<file path="config.mk">
export PLATFORM = sky130hd
export DESIGN_NAME = prio_intc
export DESIGN_NICKNAME = d
export VERILOG_FILES = /design/src/rtl/prio_intc_pkg.sv /design/src/rtl/prio_intc_regs.sv /design/src/rtl/prio_intc_arb.sv /design/src/rtl/prio_intc.sv
export SDC_FILE = /design/constraint.sdc
export NUM_CORES = 1
export LEC_CHECK = 0
export CAP_MARGIN = 20
export CORE_UTILIZATION = 60
export CTS_CLUSTER_SIZE = 30
export DETAILED_ROUTE_END_ITERATION = 10
export PLACE_DENSITY = 0.84
export SETUP_SLACK_MARGIN = 0.02
export SLEW_MARGIN = 15
export SYNTH_ARGS = -nofsm -noshare
export SYNTH_HDL_FRONTEND = slang
export SYNTH_SLANG_ARGS = --single-unit
</file>
<file path="constraint.sdc">
create_clock -name clk -period 35.5 [get_ports clk]
set_input_delay 7.1 -clock clk [delete_from_list [all_inputs] [get_ports clk]]
set_output_delay 7.1 -clock clk [all_outputs]
set_load 0.01 [all_outputs]
</file>
<file path="src/rtl/prio_intc_pkg.sv">
package prio_intc_pkg;
  localparam int LVL_W        = 4;
  localparam int PRIO_W       = 3;
  localparam int TRAP_BASE    = 8;
  localparam int PRIO_DEFAULT = 4;
  localparam int ADR_FLAG     = 0;
  localparam int ADR_ENABLE   = 1;
  localparam int ADR_TRAP     = 2;
  localparam int ADR_CTRL     = 3;
  localparam int ADR_HOLDOFF  = 4;
  localparam int ADR_PRIO     = 16;
  typedef logic [LVL_W-1:0]  lvl_t;
  typedef logic [PRIO_W-1:0] prio_t;
endpackage

</file>
<file path="src/rtl/prio_intc_regs.sv">
module prio_intc_regs
  import prio_intc_pkg::*;
#(
  parameter int NUM_SRC  = 8,
  parameter int NUM_TRAP = 4,
  parameter int CNT_W    = 8,
  parameter int ADDR_W   = 5,
  parameter int DATA_W   = 16
) (
  input  logic                     clk,
  input  logic                     rst_n,
  input  logic                     wr_en,
  input  logic [ADDR_W-1:0]        wr_addr,
  input  logic [DATA_W-1:0]        wr_data,
  input  logic [NUM_SRC-1:0]       src_pulse,
  input  logic [NUM_TRAP-1:0]      trap_pulse,
  output logic [NUM_SRC-1:0]       usr_flag,
  output logic [NUM_SRC-1:0]       usr_en,
  output prio_t [NUM_SRC-1:0]      usr_prio,
  output logic [NUM_TRAP-1:0]      trap_flag,
  output logic                     no_nest,
  output logic                     mask_on
);
  logic                sel_flag, sel_en, sel_trap, sel_ctrl, sel_hold;
  logic [NUM_SRC-1:0]  flag_d, en_d;
  logic [NUM_TRAP-1:0] trap_d;
  logic                nn_d;
  logic [CNT_W-1:0]    cnt_q, cnt_d;

  always_comb begin
    sel_flag = wr_en && (wr_addr == ADDR_W'(ADR_FLAG));
    sel_en   = wr_en && (wr_addr == ADDR_W'(ADR_ENABLE));
    sel_trap = wr_en && (wr_addr == ADDR_W'(ADR_TRAP));
    sel_ctrl = wr_en && (wr_addr == ADDR_W'(ADR_CTRL));
    sel_hold = wr_en && (wr_addr == ADDR_W'(ADR_HOLDOFF));
    flag_d   = (usr_flag & ~(sel_flag ? wr_data[NUM_SRC-1:0] : '0)) | src_pulse;
    trap_d   = (trap_flag & ~(sel_trap ? wr_data[NUM_TRAP-1:0] : '0)) | trap_pulse;
    en_d     = sel_en ? wr_data[NUM_SRC-1:0] : usr_en;
    nn_d     = sel_ctrl ? wr_data[0] : no_nest;
    if (sel_hold)          cnt_d = wr_data[CNT_W-1:0];
    else if (cnt_q != '0)  cnt_d = cnt_q - 1'b1;
    else                   cnt_d = cnt_q;
  end

  always_ff @(posedge clk or negedge rst_n) begin
    if (!rst_n) begin
      usr_flag  <= '0;
      usr_en    <= '0;
      trap_flag <= '0;
      no_nest   <= 1'b0;
      cnt_q     <= '0;
    end else begin
      usr_flag  <= flag_d;
      trap_flag <= trap_d;
      cnt_q     <= cnt_d;
      if (sel_en)   usr_en  <= en_d;
      if (sel_ctrl) no_nest <= nn_d;
    end
  end

  assign mask_on = (cnt_q != '0);

  for (genvar k = 0; k < NUM_SRC; k++) begin : g_prio
    logic  sel_p;
    assign sel_p = wr_en && (wr_addr == ADDR_W'(ADR_PRIO + k));
    always_ff @(posedge clk or negedge rst_n) begin
      if (!rst_n)     usr_prio[k] <= prio_t'(PRIO_DEFAULT);
      else if (sel_p) usr_prio[k] <= wr_data[PRIO_W-1:0];
    end
  end
endmodule

</file>
<file path="src/rtl/prio_intc_arb.sv">
module prio_intc_arb
  import prio_intc_pkg::*;
#(
  parameter int NUM_SRC  = 8,
  parameter int NUM_TRAP = 4,
  parameter int VEC_W    = 4
) (
  input  logic [NUM_SRC-1:0]  usr_flag,
  input  logic [NUM_SRC-1:0]  usr_en,
  input  prio_t [NUM_SRC-1:0] usr_prio,
  input  logic [NUM_TRAP-1:0] trap_flag,
  input  logic                mask_on,
  output logic                win_valid,
  output logic [VEC_W-1:0]    win_vec,
  output lvl_t                win_lvl
);
  logic [NUM_SRC-1:0] cand;

  always_comb begin
    win_lvl = '0;
    win_vec = '0;
    for (int i = 0; i < NUM_SRC; i++) begin
      cand[i] = usr_flag[i] && usr_en[i] && (usr_prio[i] != '0)
                && !(mask_on && (usr_prio[i] != prio_t'(7)));
      if (cand[i] && ({1'b0, usr_prio[i]} > win_lvl)) begin
        win_lvl = {1'b0, usr_prio[i]};
        win_vec = VEC_W'(NUM_TRAP + i);
      end
    end
    for (int t = 0; t < NUM_TRAP; t++) begin
      if (trap_flag[t] && (LVL_W'(TRAP_BASE + t) > win_lvl)) begin
        win_lvl = LVL_W'(TRAP_BASE + t);
        win_vec = VEC_W'(t);
      end
    end
    win_valid = (win_lvl != '0);
  end
endmodule

</file>
<file path="src/rtl/prio_intc.sv">
module prio_intc
  import prio_intc_pkg::*;
#(
  parameter int NUM_SRC  = 8,
  parameter int NUM_TRAP = 4,
  parameter int CNT_W    = 8,
  parameter int ADDR_W   = 5,
  parameter int DATA_W   = 16,
  localparam int VEC_W   = $clog2(NUM_SRC + NUM_TRAP)
) (
  input  logic                clk,
  input  logic                rst_n,
  input  logic                wr_en,
  input  logic [ADDR_W-1:0]   wr_addr,
  input  logic [DATA_W-1:0]   wr_data,
  input  logic [NUM_SRC-1:0]  src_pulse,
  input  logic [NUM_TRAP-1:0] trap_pulse,
  input  logic [3:0]          cpu_level,
  input  logic                ack,
  output logic                irq_req,
  output logic [VEC_W-1:0]    irq_vector,
  output logic [3:0]          irq_level
);
  logic [NUM_SRC-1:0]  usr_flag, usr_en;
  prio_t [NUM_SRC-1:0] usr_prio;
  logic [NUM_TRAP-1:0] trap_flag;
  logic                no_nest, mask_on;
  logic                win_valid;
  logic [VEC_W-1:0]    win_vec, vec_d;
  lvl_t                win_lvl, lvl_d;
  logic                take, fwd, req_d;
  logic                hold_q, hold_d, active_q, act_d;
  lvl_t                hold_cpu, hold_cpu_d, svc_lvl, svc_d;

  prio_intc_regs #(
    .NUM_SRC(NUM_SRC), .NUM_TRAP(NUM_TRAP), .CNT_W(CNT_W),
    .ADDR_W(ADDR_W), .DATA_W(DATA_W)
  ) u_regs (
    .clk(clk), .rst_n(rst_n), .wr_en(wr_en), .wr_addr(wr_addr),
    .wr_data(wr_data), .src_pulse(src_pulse), .trap_pulse(trap_pulse),
    .usr_flag(usr_flag), .usr_en(usr_en), .usr_prio(usr_prio),
    .trap_flag(trap_flag), .no_nest(no_nest), .mask_on(mask_on)
  );

  prio_intc_arb #(
    .NUM_SRC(NUM_SRC), .NUM_TRAP(NUM_TRAP), .VEC_W(VEC_W)
  ) u_arb (
    .usr_flag(usr_flag), .usr_en(usr_en), .usr_prio(usr_prio),
    .trap_flag(trap_flag), .mask_on(mask_on), .win_valid(win_valid),
    .win_vec(win_vec), .win_lvl(win_lvl)
  );

  always_comb begin
    take  = ack && irq_req;
    fwd   = win_valid && (win_lvl > cpu_level) && !hold_q && !(no_nest && active_q);
    req_d = fwd && !take;
    vec_d = fwd ? win_vec : irq_vector;
    lvl_d = fwd ? win_lvl : irq_level;
    if (take)                                       hold_d = 1'b1;
    else if (hold_q && (cpu_level != hold_cpu))     hold_d = 1'b0;
    else                                            hold_d = hold_q;
    hold_cpu_d = take ? cpu_level : hold_cpu;
    if (take)                                       act_d = 1'b1;
    else if (active_q && !hold_q && (cpu_level < svc_lvl)) act_d = 1'b0;
    else                                            act_d = active_q;
    svc_d = take ? irq_level : svc_lvl;
  end

  always_ff @(posedge clk or negedge rst_n) begin
    if (!rst_n) begin
      irq_req    <= 1'b0;
      irq_vector <= '0;
      irq_level  <= '0;
      hold_q     <= 1'b0;
      hold_cpu   <= '0;
      active_q   <= 1'b0;
      svc_lvl    <= '0;
    end else begin
      irq_req    <= req_d;
      irq_vector <= vec_d;
      irq_level  <= lvl_d;
      hold_q     <= hold_d;
      active_q   <= act_d;
      if (take) begin
        hold_cpu <= hold_cpu_d;
        svc_lvl  <= svc_d;
      end
    end
  end
endmodule

</file>
# Word level (Yosys, flattened, before mapping)
# Cells that the tools add are included.
[classes]
reduce_logical = 91
mux = 32
add_sub_neg = 1
order_cmp = 14
eq_ne = 21
n_bitwise = 6
[op_table]
columns = ["op", "count"]
rows = [
  ["logical AND 1 bit", 66],
  ["two-way mux 4 bit", 13],
  ["equality test 5 bit (second input constant)", 8],
  ["two-way mux 3 bit", 12],
  ["two-way mux 8 bit", 3],
  ["!= test 3 bit (second input constant)", 8],
  ["nonzero test 3 bit", 8],
  ["> comparator 3 bit", 7],
  ["> comparator 4 bit (first input constant)", 3],
  ["logical NOT 1 bit", 11],
  ["equality test 5 x 2 -> 1 bit (second input constant)", 2],
  ["AND 8 bit", 1],
  ["inverter 8 bit", 1],
  ["bitwise OR 8 bit", 1],
  ["nonzero test 8 bit", 1],
  ["subtractor 8 x 1 -> 8 bit (second input constant)", 1],
  ["nonzero test 2 bit", 3],
  ["equality test 5 x 1 -> 1 bit (second input constant)", 1],
  ["equality test 5 x 3 -> 1 bit (second input constant)", 1],
  ["logical NOT 5 bit", 1],
  ["AND 4 bit", 1],
  ["> comparator 4 x 3 -> 1 bit (first input constant)", 1],
  ["> comparator 4 bit", 1],
  ["< comparator 4 bit", 1],
  ["other kinds (6)", 9],
]
[totals]
regBits = 72
out_inout_bits = 9
wordCells = 185
input_bits = 41

# Logic depth before layout (Yosys ltp)
# Gate-level depths: netlist of the first run.
[depth]
depth_word = 44
depth_mapped = 64
mapped_depth_nobuf = 61

# Cells and area by module
# From an unflattened synthesis of the first run, not the netlist that was laid out.
[hier_totals]
cells_unflattened = 459
hier_area_um2 = 4695.8
[by_module_without_submodules]
columns = ["mod", "n_inst", "area_each_um2", "cells_per_inst", "seq_area_each_um2"]
rows = [
  ["prio_intc_regs", 1, 2283.4, 178, 1336.3],
  ["prio_intc_arb", 1, 1492.7, 207, 0.0],
  ["prio_intc", 1, 919.6, 74, 475.5],
]

# Worst setup path before layout of the first run
# Ideal clock, no wire load.
[synth_timing]
path_kind = "register to register"
start = "reg u_regs.cnt_q[0]"
end = "reg irq_level[2]"
period_less_slack_ns = 12.555
required_time_ns = 35.375
setup_time_ns = 0.125
path_stages_with_launch = 62
n_path_buf = 3
path_slack_ns = 22.945
arrival_ns = 12.430
path_cell_list = "dfrtp_1 > inv_1 > ha_1 > nor3b_2 > and2_1 > buf_4 > o2111a_2 > inv_1 > ha_1 > and3_1 > a211oi_2 > nand3_4 > nand2_1 > o21ai_0 > ha_1 > nor2_1 > o311ai_0 > a21oi_1 > (+26 left out) > or4_1 > clkbuf_1 > a31oi_1 > inv_1 > ha_1 > nor2b_1 > o21a_1 > o211ai_1 > mux2i_1 > o31ai_1 > ha_1 > nor2b_1 > o21a_1 > o21a_1 > o211ai_1 > o21ba_1 > buf_6 > mux2_4"
[synth_between]
elab_chain_cells = 43
elab_cells_between_ends = 65
classes_between = "order compare: 12; mux: 12; reduce/logical: 41"
[synth_rtl]
columns = ["element", "line", "source"]
rows = [
  ["start, declared", "prio_intc_regs.sv:28", "logic [CNT_W-1:0] cnt_q, cnt_d;"],
  ["start signal, assigned", "prio_intc_regs.sv:55", "cnt_q <= cnt_d;"],
  ["nonzero test 8 bit *", "prio_intc_regs.sv:61", "assign mask_on = (cnt_q != '0);"],
  ["logical AND 1 bit", "prio_intc_arb.sv:24", "&& !(mask_on && (usr_prio[i] != prio_t'(7)));"],
  ["logical NOT 1 bit", "prio_intc_arb.sv:24", ""],
  ["logical AND 1 bit", "prio_intc_arb.sv:24", ""],
  ["logical AND 1 bit", "prio_intc_arb.sv:25", "if (cand[i] && ({1'b0, usr_prio[i]} > win_lvl)) begin"],
  ["two-way mux 3 bit", "prio_intc_arb.sv:25", ""],
  ["> comparator 3 bit", "prio_intc_arb.sv:25", ""],
  ["logical AND 1 bit", "prio_intc_arb.sv:25", ""],
  ["(+26 left out)", "-", ""],
  ["logical AND 1 bit", "prio_intc_arb.sv:31", "if (trap_flag[t] && (LVL_W'(TRAP_BASE + t) > win_lvl)) begin"],
  ["two-way mux 4 bit *", "prio_intc_arb.sv:31", ""],
  ["> comparator 4 bit", "prio_intc_arb.sv:31", ""],
  ["logical AND 1 bit", "prio_intc_arb.sv:31", ""],
  ["two-way mux 4 bit *", "prio_intc_arb.sv:31", ""],
  ["named net u_arb.win_lvl[1]", "prio_intc_arb.sv:15", "output lvl_t win_lvl"],
  ["> comparator 4 bit / nonzero test 4 bit (equally long branches)", "prio_intc.sv:55, prio_intc_arb.sv:36", ""],
  ["logical AND 1 bit * (3 in a row)", "prio_intc.sv:55", "fwd = win_valid && (win_lvl > cpu_level) && !hold_q && !(no_nest && active_q);"],
  ["end signal, assigned", "prio_intc.sv:81", "irq_level <= lvl_d;"],
  ["end, declared", "prio_intc.sv:22", "output logic [3:0] irq_level"],
]
# The timed path passes the listed nets; every way through them passes the cells marked *.
# A chain may end at the register's enable or synchronous reset.

# Worst setup path in the final report of the first run
# Ends and elaborated chain as after synthesis.

==> impl_metrics.env, run 1 <==
export IMPL_outcome="finished clean"
export IMPL_worst_r2r_path_depth=56
export IMPL_root_buffer="clkbuf_8"
export IMPL_area_growth_pct=14.9
export IMPL_synth_edf_count=0
export IMPL_ys_flop_type="dfrtp_1"
export IMPL_final_cell_mix="dfrtp_1 (64), nand2_1 (61), clkdlybuf4s50_1 (40)"
export IMPL_final_common_cell="dfrtp_1"
export IMPL_holdBufCountCts=0
export IMPL_cts_tree="built"
export IMPL_hold_end="u_regs.usr_flag[1]$_DFF_PN0_"
export IMPL_crit_family="compound AO/OA/AOI/OAI gates"
export IMPL_track_usage_pct=29.5
export IMPL_cp_max_fo=9
export IMPL_synthesis_nets=528
export IMPL_die_height_um=88.5
export IMPL_cpMostUsedCell="ha_1"
export IMPL_powerDensity_nw_per_um2=46.1
export IMPL_antenna_found_initial=0
export IMPL_slowest_stage="or4_1"
export IMPL_ios=50
export IMPL_nets=572
export IMPL_min_from="u_regs.usr_flag[1]$_DFF_PN0_"
export IMPL_ys_async_sr_fraction_pct=100
export IMPL_drive_gt1_share_pct=16.5
export IMPL_max_slew_worst_pin_slew_ns=0.873
export IMPL_num_rows=31
export IMPL_cts_buffers_inserted=9
export IMPL_gp_congestion=0.921
export IMPL_wl_per_cell_um=17.3
export IMPL_cts_sinks=72
export IMPL_fmax_mhz=67.5
export IMPL_first_pass_iters=5
export IMPL_first_iter_violations=202
export IMPL_via_count=3755
export IMPL_maxSlewViolCount=0
export IMPL_cp_arrival_ns=15.05
export IMPL_netlist_area_leader_share_pct=35.7
export IMPL_yosys_warnings=0
export IMPL_setup_tns_ns=0
export IMPL_crit_path_max_incr_delay_ns=0.63
export IMPL_ir_worst_vdd_mv=0.0410
export IMPL_endpoint_kind="flop"
export IMPL_drc=0
export IMPL_r2r_end="irq_level[2]$_DFFE_PN0P_"
export IMPL_critical_path_class="reg2reg"
export IMPL_relSlewSlack_pct=41.8
export IMPL_clk_latency_ns=0.35
export IMPL_fp_dieW_um=88.5
export IMPL_min_path_type="reg2reg"
export IMPL_htreeDepth=3
export IMPL_startpoint_type="flop"
export IMPL_final_setup_viol_count=0
export IMPL_yosysTopAreaCell="dfrtp_1"
export IMPL_coreArea_um2=7250
export IMPL_cts_resized=0
export IMPL_synthCells=465
export IMPL_yosysSeqAreaShare_pct=40.4
export IMPL_fin_skew_ns=0.00613
export IMPL_vias_per_cell=6.13
export IMPL_post_route_min_period_ns=14.81
export IMPL_cts_setup_buffers=0
export IMPL_grt_max_degree=73
export IMPL_path_buf_inv=2
export IMPL_port_buffers=41
export IMPL_drv_cap=0
export IMPL_clkTransAtPathRegs_ns=0.08
export IMPL_dp_hpwl_um=7750
export IMPL_period_share_pct=41.7
export IMPL_timing_rr_start="u_regs.cnt_q[0]$_DFFE_PN0P_"
export IMPL_grt_pass1_vias=3615
export IMPL_dp_cells=597
export IMPL_rsz0062_at_grt="no"
export IMPL_netlist_area_um2=4490
export IMPL_start_util_pct=61.8
export IMPL_clockBufferDepth=2
export IMPL_n_antenna_cell=0
export IMPL_synth_seq_cells=72
export IMPL_hold_viol_final=0
export IMPL_ant_nets=0
export IMPL_postSynthAreaPerCell_um2=9.65
export IMPL_synth_area_leaders="dfrtp_1 (36%), mux2_2 (8.5%), ha_1 (6.1%)"
export IMPL_fp_dieArea_um2=7830
export IMPL_grt_overflow=0
export IMPL_synth_cell_types=68
export IMPL_wl_um=10600
export IMPL_grt_first_pass_wirelength_um=17400
export IMPL_fin_cells=613
export IMPL_crit_required_ns=35.74
export IMPL_rrSetupSlack_ns=20.69
export IMPL_hold_depth=1
export IMPL_leakagePower_nw=2.24
==> worst reg2reg max path, delay by kind of cell (launching register included) <==
family,cells,cell delay (ns)
flip-flops,1,0.41
AO/OA/AOI/OAI,24,6.62
AND/OR/NAND/NOR,18,3.76
multiplexers,3,1.01
adder cells (fa/ha/maj),9,2.67
buffers and inverters,2,0.20
==> Yosys cell counts, drive strengths merged (6+ instances only) <==
cell type  count
ha            22
nor2b          6
o21ai         23
nand3         11
dfrtp         64
a21o          21
dfstp          8
a21oi         23
nand2         62
xnor2          9
clkbuf         8
inv           27
a31oi          6
mux2          41
nor3           9
nor2          33
==> flip-flops by register name, summed over array words and instances, names as in the netlist <==
register,cells
u_regs.usr_prio,24
u_regs.cnt_q,8
u_regs.usr_en,8
u_regs.usr_flag,8
hold_cpu,4
irq_level,4
irq_vector,4
svc_lvl,4
u_regs.trap_flag,4
active_q,1
hold_q,1
irq_req,1
u_regs.no_nest,1
==> report_power, final <==
part,leakage [nW],internal [mW],switching [mW]
clock network,0.0878,0.0267,0.0315
registers,0.812,0.0982,0.0165
logic,1.34,0.0322,0.0325
==> through the flow <==
| stage | hold WS (ns) | total power [mW] | utilization, % | cell area [µm²] | worst slack [ns] |
|---|---|---|---|---|---|
| after floorplan | 0.449 | 0.160 | - | 4490 | 22.94 |
| after global placement | 0.460 | 0.175 | 68.6 | 4970 | 21.35 |
| after detailed placement | 0.469 | 0.180 | 68.7 | 4980 | 20.90 |
| after CTS | 0.487 | 0.238 | 71.1 | 5150 | 20.82 |
| after global routing | 0.508 | 0.252 | 71.1 | 5150 | 19.94 |
| final | 0.485 | 0.238 | 71.1 | 5150 | 20.69 |
==> how the worst max path moves through the flow <==
stage	start	end	slack [ns]	depth (start not counted)
final	u_regs.cnt_q[0]$_DFFE_PN0P_	irq_level[2]$_DFFE_PN0P_	20.69	56
after floorplan	u_regs.cnt_q[0]$_DFFE_PN0P_	irq_level[2]$_DFFE_PN0P_	22.94	61
after CTS	u_regs.cnt_q[0]$_DFFE_PN0P_	irq_level[3]$_DFFE_PN0P_	20.82	56
after global routing	u_regs.cnt_q[0]$_DFFE_PN0P_	irq_level[2]$_DFFE_PN0P_	19.94	55
after global placement	u_regs.cnt_q[0]$_DFFE_PN0P_	irq_vector[2]$_DFFE_PN0P_	21.35	56
after detailed placement	u_regs.cnt_q[0]$_DFFE_PN0P_	irq_level[3]$_DFFE_PN0P_	20.90	56
==> final cells by class <==
cell class / instances / area [µm²]
multi-input cells: 356 / 2520
fillers: 540 / 2100
inverters: 27 / 101
well taps: 99 / 124
clock buffers: 10 / 138
flip-flops and latches: 72 / 1810
clock inverters: 6 / 35.0
repair buffers: 43 / 420
==> layer usage <==
metal / vias to the layer above / wire, µm / share of wire [%] / global-route usage, %
met5: - / 0 / 0 / 0
met1: 1828 / 4500 / 42 / 37.3
met2: 111 / 5170 / 49 / 49.4
li1: 1783 / - / - / -
met4: 0 / 412 / 3.9 / 14.2
met3: 33 / 519 / 4.9 / 4.94
==> logic make-up (layout without fill, tap and decap cells) <==
kind of cell,after synthesis,count (layout),share of synthesized area (%)
flip-flops,72,72,40.4
AO/OA/AOI/OAI,123,123,19.3
XOR/XNOR,9,9,1.76
AND/OR/NAND/NOR,157,157,17.3
multiplexers,45,45,11.8
buffers and inverters,37,86,3.35
adder cells (fa/ha/maj),22,22,6.14
Note: power is estimated with default switching activity, not from simulation.
==> run 2, diff against run 1 <==
--- a/config.mk
+++ b/config.mk
@@ -6,10 +6,10 @@
 export NUM_CORES = 1
 export LEC_CHECK = 0
 export CAP_MARGIN = 20
-export CORE_UTILIZATION = 60
+export CORE_UTILIZATION = 57
 export CTS_CLUSTER_SIZE = 30
 export DETAILED_ROUTE_END_ITERATION = 10
-export PLACE_DENSITY = 0.84
+export PLACE_DENSITY = 0.81
 export SETUP_SLACK_MARGIN = 0.02
 export SLEW_MARGIN = 15
 export SYNTH_ARGS = -nofsm -noshare
==> constraint.sdc (replaced) <==
create_clock -name clk -period 15.4 [get_ports clk]
set_input_delay 3.08 -clock clk [delete_from_list [all_inputs] [get_ports clk]]
set_output_delay 3.08 -clock clk [all_outputs]
set_load 0.01 [all_outputs]
==> impl_metrics.env, run 2 (same netlist as run 1, synthesis figures left out) <==
export IMPL_p_total_mw=0.546
export IMPL_first_iter_violations=237
export IMPL_cp_arrival_ns=14.66
export IMPL_multi_input_area_um2=2520
export IMPL_track_usage_pct=26.8
export IMPL_ir_worst_vdd_mv=0.0875
export IMPL_final_cell_mix="dfrtp_1 (64), nand2_1 (61), clkdlybuf4s50_1 (40)"
export IMPL_hold_viol_final=0
export IMPL_startpoint_type="flop"
export IMPL_drc=0
export IMPL_htreeDepth=3
export IMPL_drv_cap=0
export IMPL_leakagePower_nw=2.25
export IMPL_slowest_stage="or4_1"
export IMPL_die_height_um=90.7
export IMPL_fin_skew_ns=0.0123
export IMPL_port_buffers=41
export IMPL_clk_latency_ns=0.35
export IMPL_rsz0062_at_grt="no"
export IMPL_dp_hpwl_um=7680
export IMPL_timing_rr_start="u_regs.cnt_q[0]$_DFFE_PN0P_"
export IMPL_clockBufferDepth=2
export IMPL_outcome="finished clean"
export IMPL_grt_max_degree=73
export IMPL_endpoint_kind="flop"
export IMPL_crit_required_ns=15.64
export IMPL_min_from="u_regs.usr_flag[6]$_DFF_PN0_"
export IMPL_via_count=3715
export IMPL_grt_first_pass_wirelength_um=17400
export IMPL_finish_instance_area_um2=5180
export IMPL_fp_dieW_um=90.7
export IMPL_regArea_um2=1810
export IMPL_cpMostUsedCell="ha_1"
export IMPL_pwr_share_comb_pct=27.2
export IMPL_cp_max_fo=9
export IMPL_clkPwrFrac_pct=24.5
export IMPL_wl_um=10400
export IMPL_min_path_type="reg2reg"
export IMPL_regMostFlops="u_regs.usr_prio"
export IMPL_coreArea_um2=7450
export IMPL_antenna_found_initial=0
export IMPL_ant_nets=0
export IMPL_hold_ws_ns=0.489
export IMPL_final_common_cell="dfrtp_1"
export IMPL_powerDensity_nw_per_um2=105
export IMPL_fmax_mhz=69.4
export IMPL_nets=575
export IMPL_final_setup_viol_count=0
export IMPL_largest_reg_flops=24
export IMPL_fp_dieArea_um2=8230
export IMPL_max_slew_worst_pin_slew_ns=1.00
export IMPL_first_pass_iters=5
export IMPL_maxSlewViolCount=0
export IMPL_vias_per_cell=6.03
export IMPL_period_share_pct=93.6
export IMPL_grt_pass1_vias=3587
export IMPL_grt_overflow=0
export IMPL_power_internal_mw=0.363
export IMPL_cts_sinks=72
export IMPL_num_rows=31
export IMPL_cts_tree="built"
export IMPL_crit_path_max_incr_delay_ns=0.62
export IMPL_n_antenna_cell=0
export IMPL_setup_tns_ns=0
export IMPL_netSwitchingPower_mw=0.183
export IMPL_cts_buffers_inserted=9
export IMPL_gp_congestion=0.834
export IMPL_start_util_pct=60.2
export IMPL_ios=50
export IMPL_clkTransAtPathRegs_ns=0.08
export IMPL_worstSetupStartpoint="u_regs.cnt_q[0]$_DFFE_PN0P_"
export IMPL_placed_cell_area_um2=4970
export IMPL_p_seq_share_pct=48.3
export IMPL_area_growth_pct=15.4
export IMPL_nFillCells=598
export IMPL_switching_share_pct=33.5
export IMPL_post_route_min_period_ns=14.42
export IMPL_relSlewSlack_pct=32.7
export IMPL_critical_path_class="reg2reg"
export IMPL_drive_gt1_share_pct=16.8
export IMPL_wl_per_cell_um=16.9
export IMPL_fin_util_pct=69.5
export IMPL_holdBufCountCts=0
export IMPL_root_buffer="clkbuf_8"
[run 2: power by group through the flow]
| stage | clock network, mW | logic (mW) | registers, mW |
|---|---|---|---|
| after floorplan | 0 | 0.111 | 0.258 |
| after global placement | 0 | 0.140 | 0.264 |
| after detailed placement | 0 | 0.148 | 0.266 |
| after CTS | 0.138 | 0.148 | 0.263 |
| after global routing | 0.147 | 0.167 | 0.269 |
| final | 0.134 | 0.148 | 0.264 |
[run 2: repair_timing]
action,CTS,global route
buffers inserted,0,4
gates resized for setup,0,0
setup endpoints to repair,0,8
[run 2: worst paths after layout]
kind | slack, ns | end | cells past startpoint
setup / recovery | 0.98 | irq_vector[0]$_DFFE_PN0P_ | 57
hold / removal | 0.49 | u_regs.usr_flag[6]$_DFF_PN0_ | 1
setup reg to reg | 0.98 | irq_vector[0]$_DFFE_PN0P_ | 57
hold reg to reg | 0.49 | u_regs.usr_flag[6]$_DFF_PN0_ | 1
max in group asynchronous | 11.84 | active_q$_DFFE_PN0P_ | 2
min in group asynchronous | 2.92 | u_regs.usr_prio[4]$_DFFE_PN0P_ | 2
[run 2: critical path: cells and delay by family, from the launching register on]
kind,cells,cell delay (ns)
DFF,1,0.41
AOI/OAI and AO/OA,24,6.31
buffers and inverters,3,0.35
and+or+nand+nor,18,3.65
muxes,3,0.95
adders and majority gates,9,2.63
[run 2: final cells by class]
cell class / count / share of cell area, %
clock buffers: 11 / 2.73
clock inverters: 5 / 0.628
inverters: 27 / 1.96
multi-input cells: 356 / 48.7
flip-flops and latches: 72 / 35.0
well taps: 99 / 2.39
repair buffers: 46 / 8.55
[run 2: layer usage]
| metal | share of wire, % | wire length [µm] | track usage (%) |
|---|---|---|---|
| met1 | 45 | 4730 | 36.0 |
| met2 | 47 | 4930 | 43.7 |
| met3 | 4.5 | 471 | 4.46 |
| met4 | 2.5 | 265 | 9.41 |
| met5 | 0 | 0 | 0 |
[run 2: per-stage QoR]
step | std cells | worst slack, ns
finish | 616 | 0.985
global route | 616 | 0.162
CTS | 612 | 0.866
detailed placement | 596 | 0.939
global placement | 596 | 1.22
floorplan | 465 | 2.84
==> run 3, diff against run 2 <==
--- a/config.mk
+++ b/config.mk
@@ -6,6 +6,7 @@
 export NUM_CORES = 1
 export LEC_CHECK = 0
 export CAP_MARGIN = 20
+export CORE_ASPECT_RATIO = 1.1
 export CORE_UTILIZATION = 57
 export CTS_CLUSTER_SIZE = 30
 export DETAILED_ROUTE_END_ITERATION = 10
==> impl_metrics.env, run 3 (same netlist as run 1, synthesis figures left out) <==
export IMPL_dp_hpwl_um=7580
export IMPL_fp_dieArea_um2=8230
export IMPL_root_buffer="clkbuf_8"
export IMPL_final_setup_viol_count=0
export IMPL_p_total_mw=0.586
export IMPL_endpoint_kind="flop"
export IMPL_ios=50
export IMPL_relSlewSlack_pct=39.2
export IMPL_rsz0062_at_grt="no"
export IMPL_port_buffers=41
export IMPL_hold_viol_final=0
export IMPL_cts_resized=0
export IMPL_grt_pass1_vias=3673
export IMPL_startpoint_type="flop"
export IMPL_largest_reg_flops=24
export IMPL_fin_skew_ns=0.00827
export IMPL_slowest_stage="or4_1"
export IMPL_antenna_found_initial=0
export IMPL_max_slew_worst_pin_slew_ns=0.912
export IMPL_start_util_pct=59.4
export IMPL_rrSetupSlack_ns=0.87
export IMPL_wl_um=10500
export IMPL_die_height_um=95.0
export IMPL_num_rows=33
export IMPL_drv_cap=0
export IMPL_powerDensity_nw_per_um2=112
export IMPL_grt_first_pass_wirelength_um=17400
export IMPL_ant_nets=0
export IMPL_final_common_cell="dfrtp_1"
export IMPL_crit_family="compound AO/OA/AOI/OAI gates"
export IMPL_htreeDepth=3
export IMPL_clockBufferDepth=2
export IMPL_fin_util_pct=69.5
export IMPL_post_route_min_period_ns=14.53
export IMPL_regMostFlops="u_regs.usr_prio"
export IMPL_fp_dieW_um=86.6
export IMPL_coreArea_um2=7560
export IMPL_critical_path_class="reg2reg"
export IMPL_period_share_pct=94.4
export IMPL_cp_arrival_ns=14.76
export IMPL_cp_max_fo=9
export IMPL_via_count=3787
export IMPL_drc=0
export IMPL_cts_tree="built"
export IMPL_nets=576
export IMPL_crit_path_max_incr_delay_ns=0.64
export IMPL_cts_buffers_inserted=9
export IMPL_leakagePower_nw=2.29
export IMPL_grt_max_degree=73
export IMPL_gp_congestion=0.920
export IMPL_fmax_mhz=68.8
export IMPL_cpMostUsedCell="ha_1"
export IMPL_clkTransAtPathRegs_ns=0.07
export IMPL_cts_sinks=72
export IMPL_fin_cells=623
export IMPL_track_usage_pct=27.4
export IMPL_min_path_type="reg2reg"
export IMPL_grt_overflow=0
export IMPL_drive_gt1_share_pct=17.2
export IMPL_outcome="finished clean"
export IMPL_crit_required_ns=15.63
export IMPL_final_cell_mix="dfrtp_1 (64), nand2_1 (61), clkdlybuf4s50_1 (40)"
export IMPL_cts_setup_buffers=0
export IMPL_first_iter_violations=256
export IMPL_setup_tns_ns=0
export IMPL_vias_per_cell=6.08
export IMPL_path_buf_inv=2
export IMPL_wl_per_cell_um=16.8
export IMPL_ir_worst_vdd_mv=0.0879
export IMPL_area_growth_pct=17.0
export IMPL_clk_latency_ns=0.35
export IMPL_holdBufCountCts=0
export IMPL_first_pass_iters=5
export IMPL_nFillCells=583
export IMPL_maxSlewViolCount=0
export IMPL_dp_cells=604
export IMPL_n_antenna_cell=0
==> run 3: stage by stage <==
step,instance area [µm²],hold WS (ns),setup WS (ns)
floorplan,4490,0.449,2.84
global placement,5000,0.461,1.28
detailed placement,5000,0.466,1.00
CTS,5230,0.483,0.862
global route,5250,0.502,0.0201
finish,5250,0.480,0.869
==> run 3: worst reg2reg max path, delay by kind of cell (launching register included) <==
kind,cells,cell delay [ns]
compound gates,24,6.45
mux,3,0.99
flops,1,0.40
simple gates,18,3.77
fa+ha+maj,9,2.61
buf+inv,2,0.20
==> run 3: power breakdown <==
| part | leakage, nW | switching (mW) | internal, mW | total (mW) |
|---|---|---|---|---|
| Combinational | 1.36 | 0.0748 | 0.0741 | 0.149 |
| Sequential | 0.812 | 0.0375 | 0.226 | 0.264 |
| Clock | 0.119 | 0.0730 | 0.0998 | 0.173 |
==> run 3: layout make-up <==
cell class / instances / area [µm²] / share of cell area [%]
multi-input combinational: 356 / 2520 / 48.1
sequential: 72 / 1810 / 34.5
timing repair buffer: 47 / 450 / 8.58
clock buffer: 11 / 151 / 2.88
tap: 105 / 131 / 2.50
inverter: 27 / 101 / 1.93
clock inverter: 5 / 78.8 / 1.50
==> run 3: worst paths after layout <==
| kind | to | start | depth (start not counted) |
|---|---|---|---|
| max | irq_level[3]$_DFFE_PN0P_ | u_regs.cnt_q[0]$_DFFE_PN0P_ | 56 |
| min | u_regs.usr_flag[7]$_DFF_PN0_ | u_regs.usr_flag[7]$_DFF_PN0_ | 1 |
| max reg2reg | irq_level[3]$_DFFE_PN0P_ | u_regs.cnt_q[0]$_DFFE_PN0P_ | 56 |
| min reg2reg | u_regs.usr_flag[7]$_DFF_PN0_ | u_regs.usr_flag[7]$_DFF_PN0_ | 1 |
| max in group asynchronous | u_regs.usr_flag[7]$_DFF_PN0_ | rst_n | 2 |
| min in group asynchronous | u_regs.usr_prio[3]$_DFFE_PN0P_ | rst_n | 2 |
==> run 3: routing by layer <==
| metal | wire, µm | GRT usage, % | vias to the layer above |
|---|---|---|---|
| li1 | - | - | 1790 |
| met1 | 4590 | 35.9 | 1830 |
| met2 | 5090 | 45.6 | 142 |
| met3 | 541 | 4.50 | 25 |
| met4 | 263 | 10.7 | 0 |
| met5 | 0 | 0 | - |
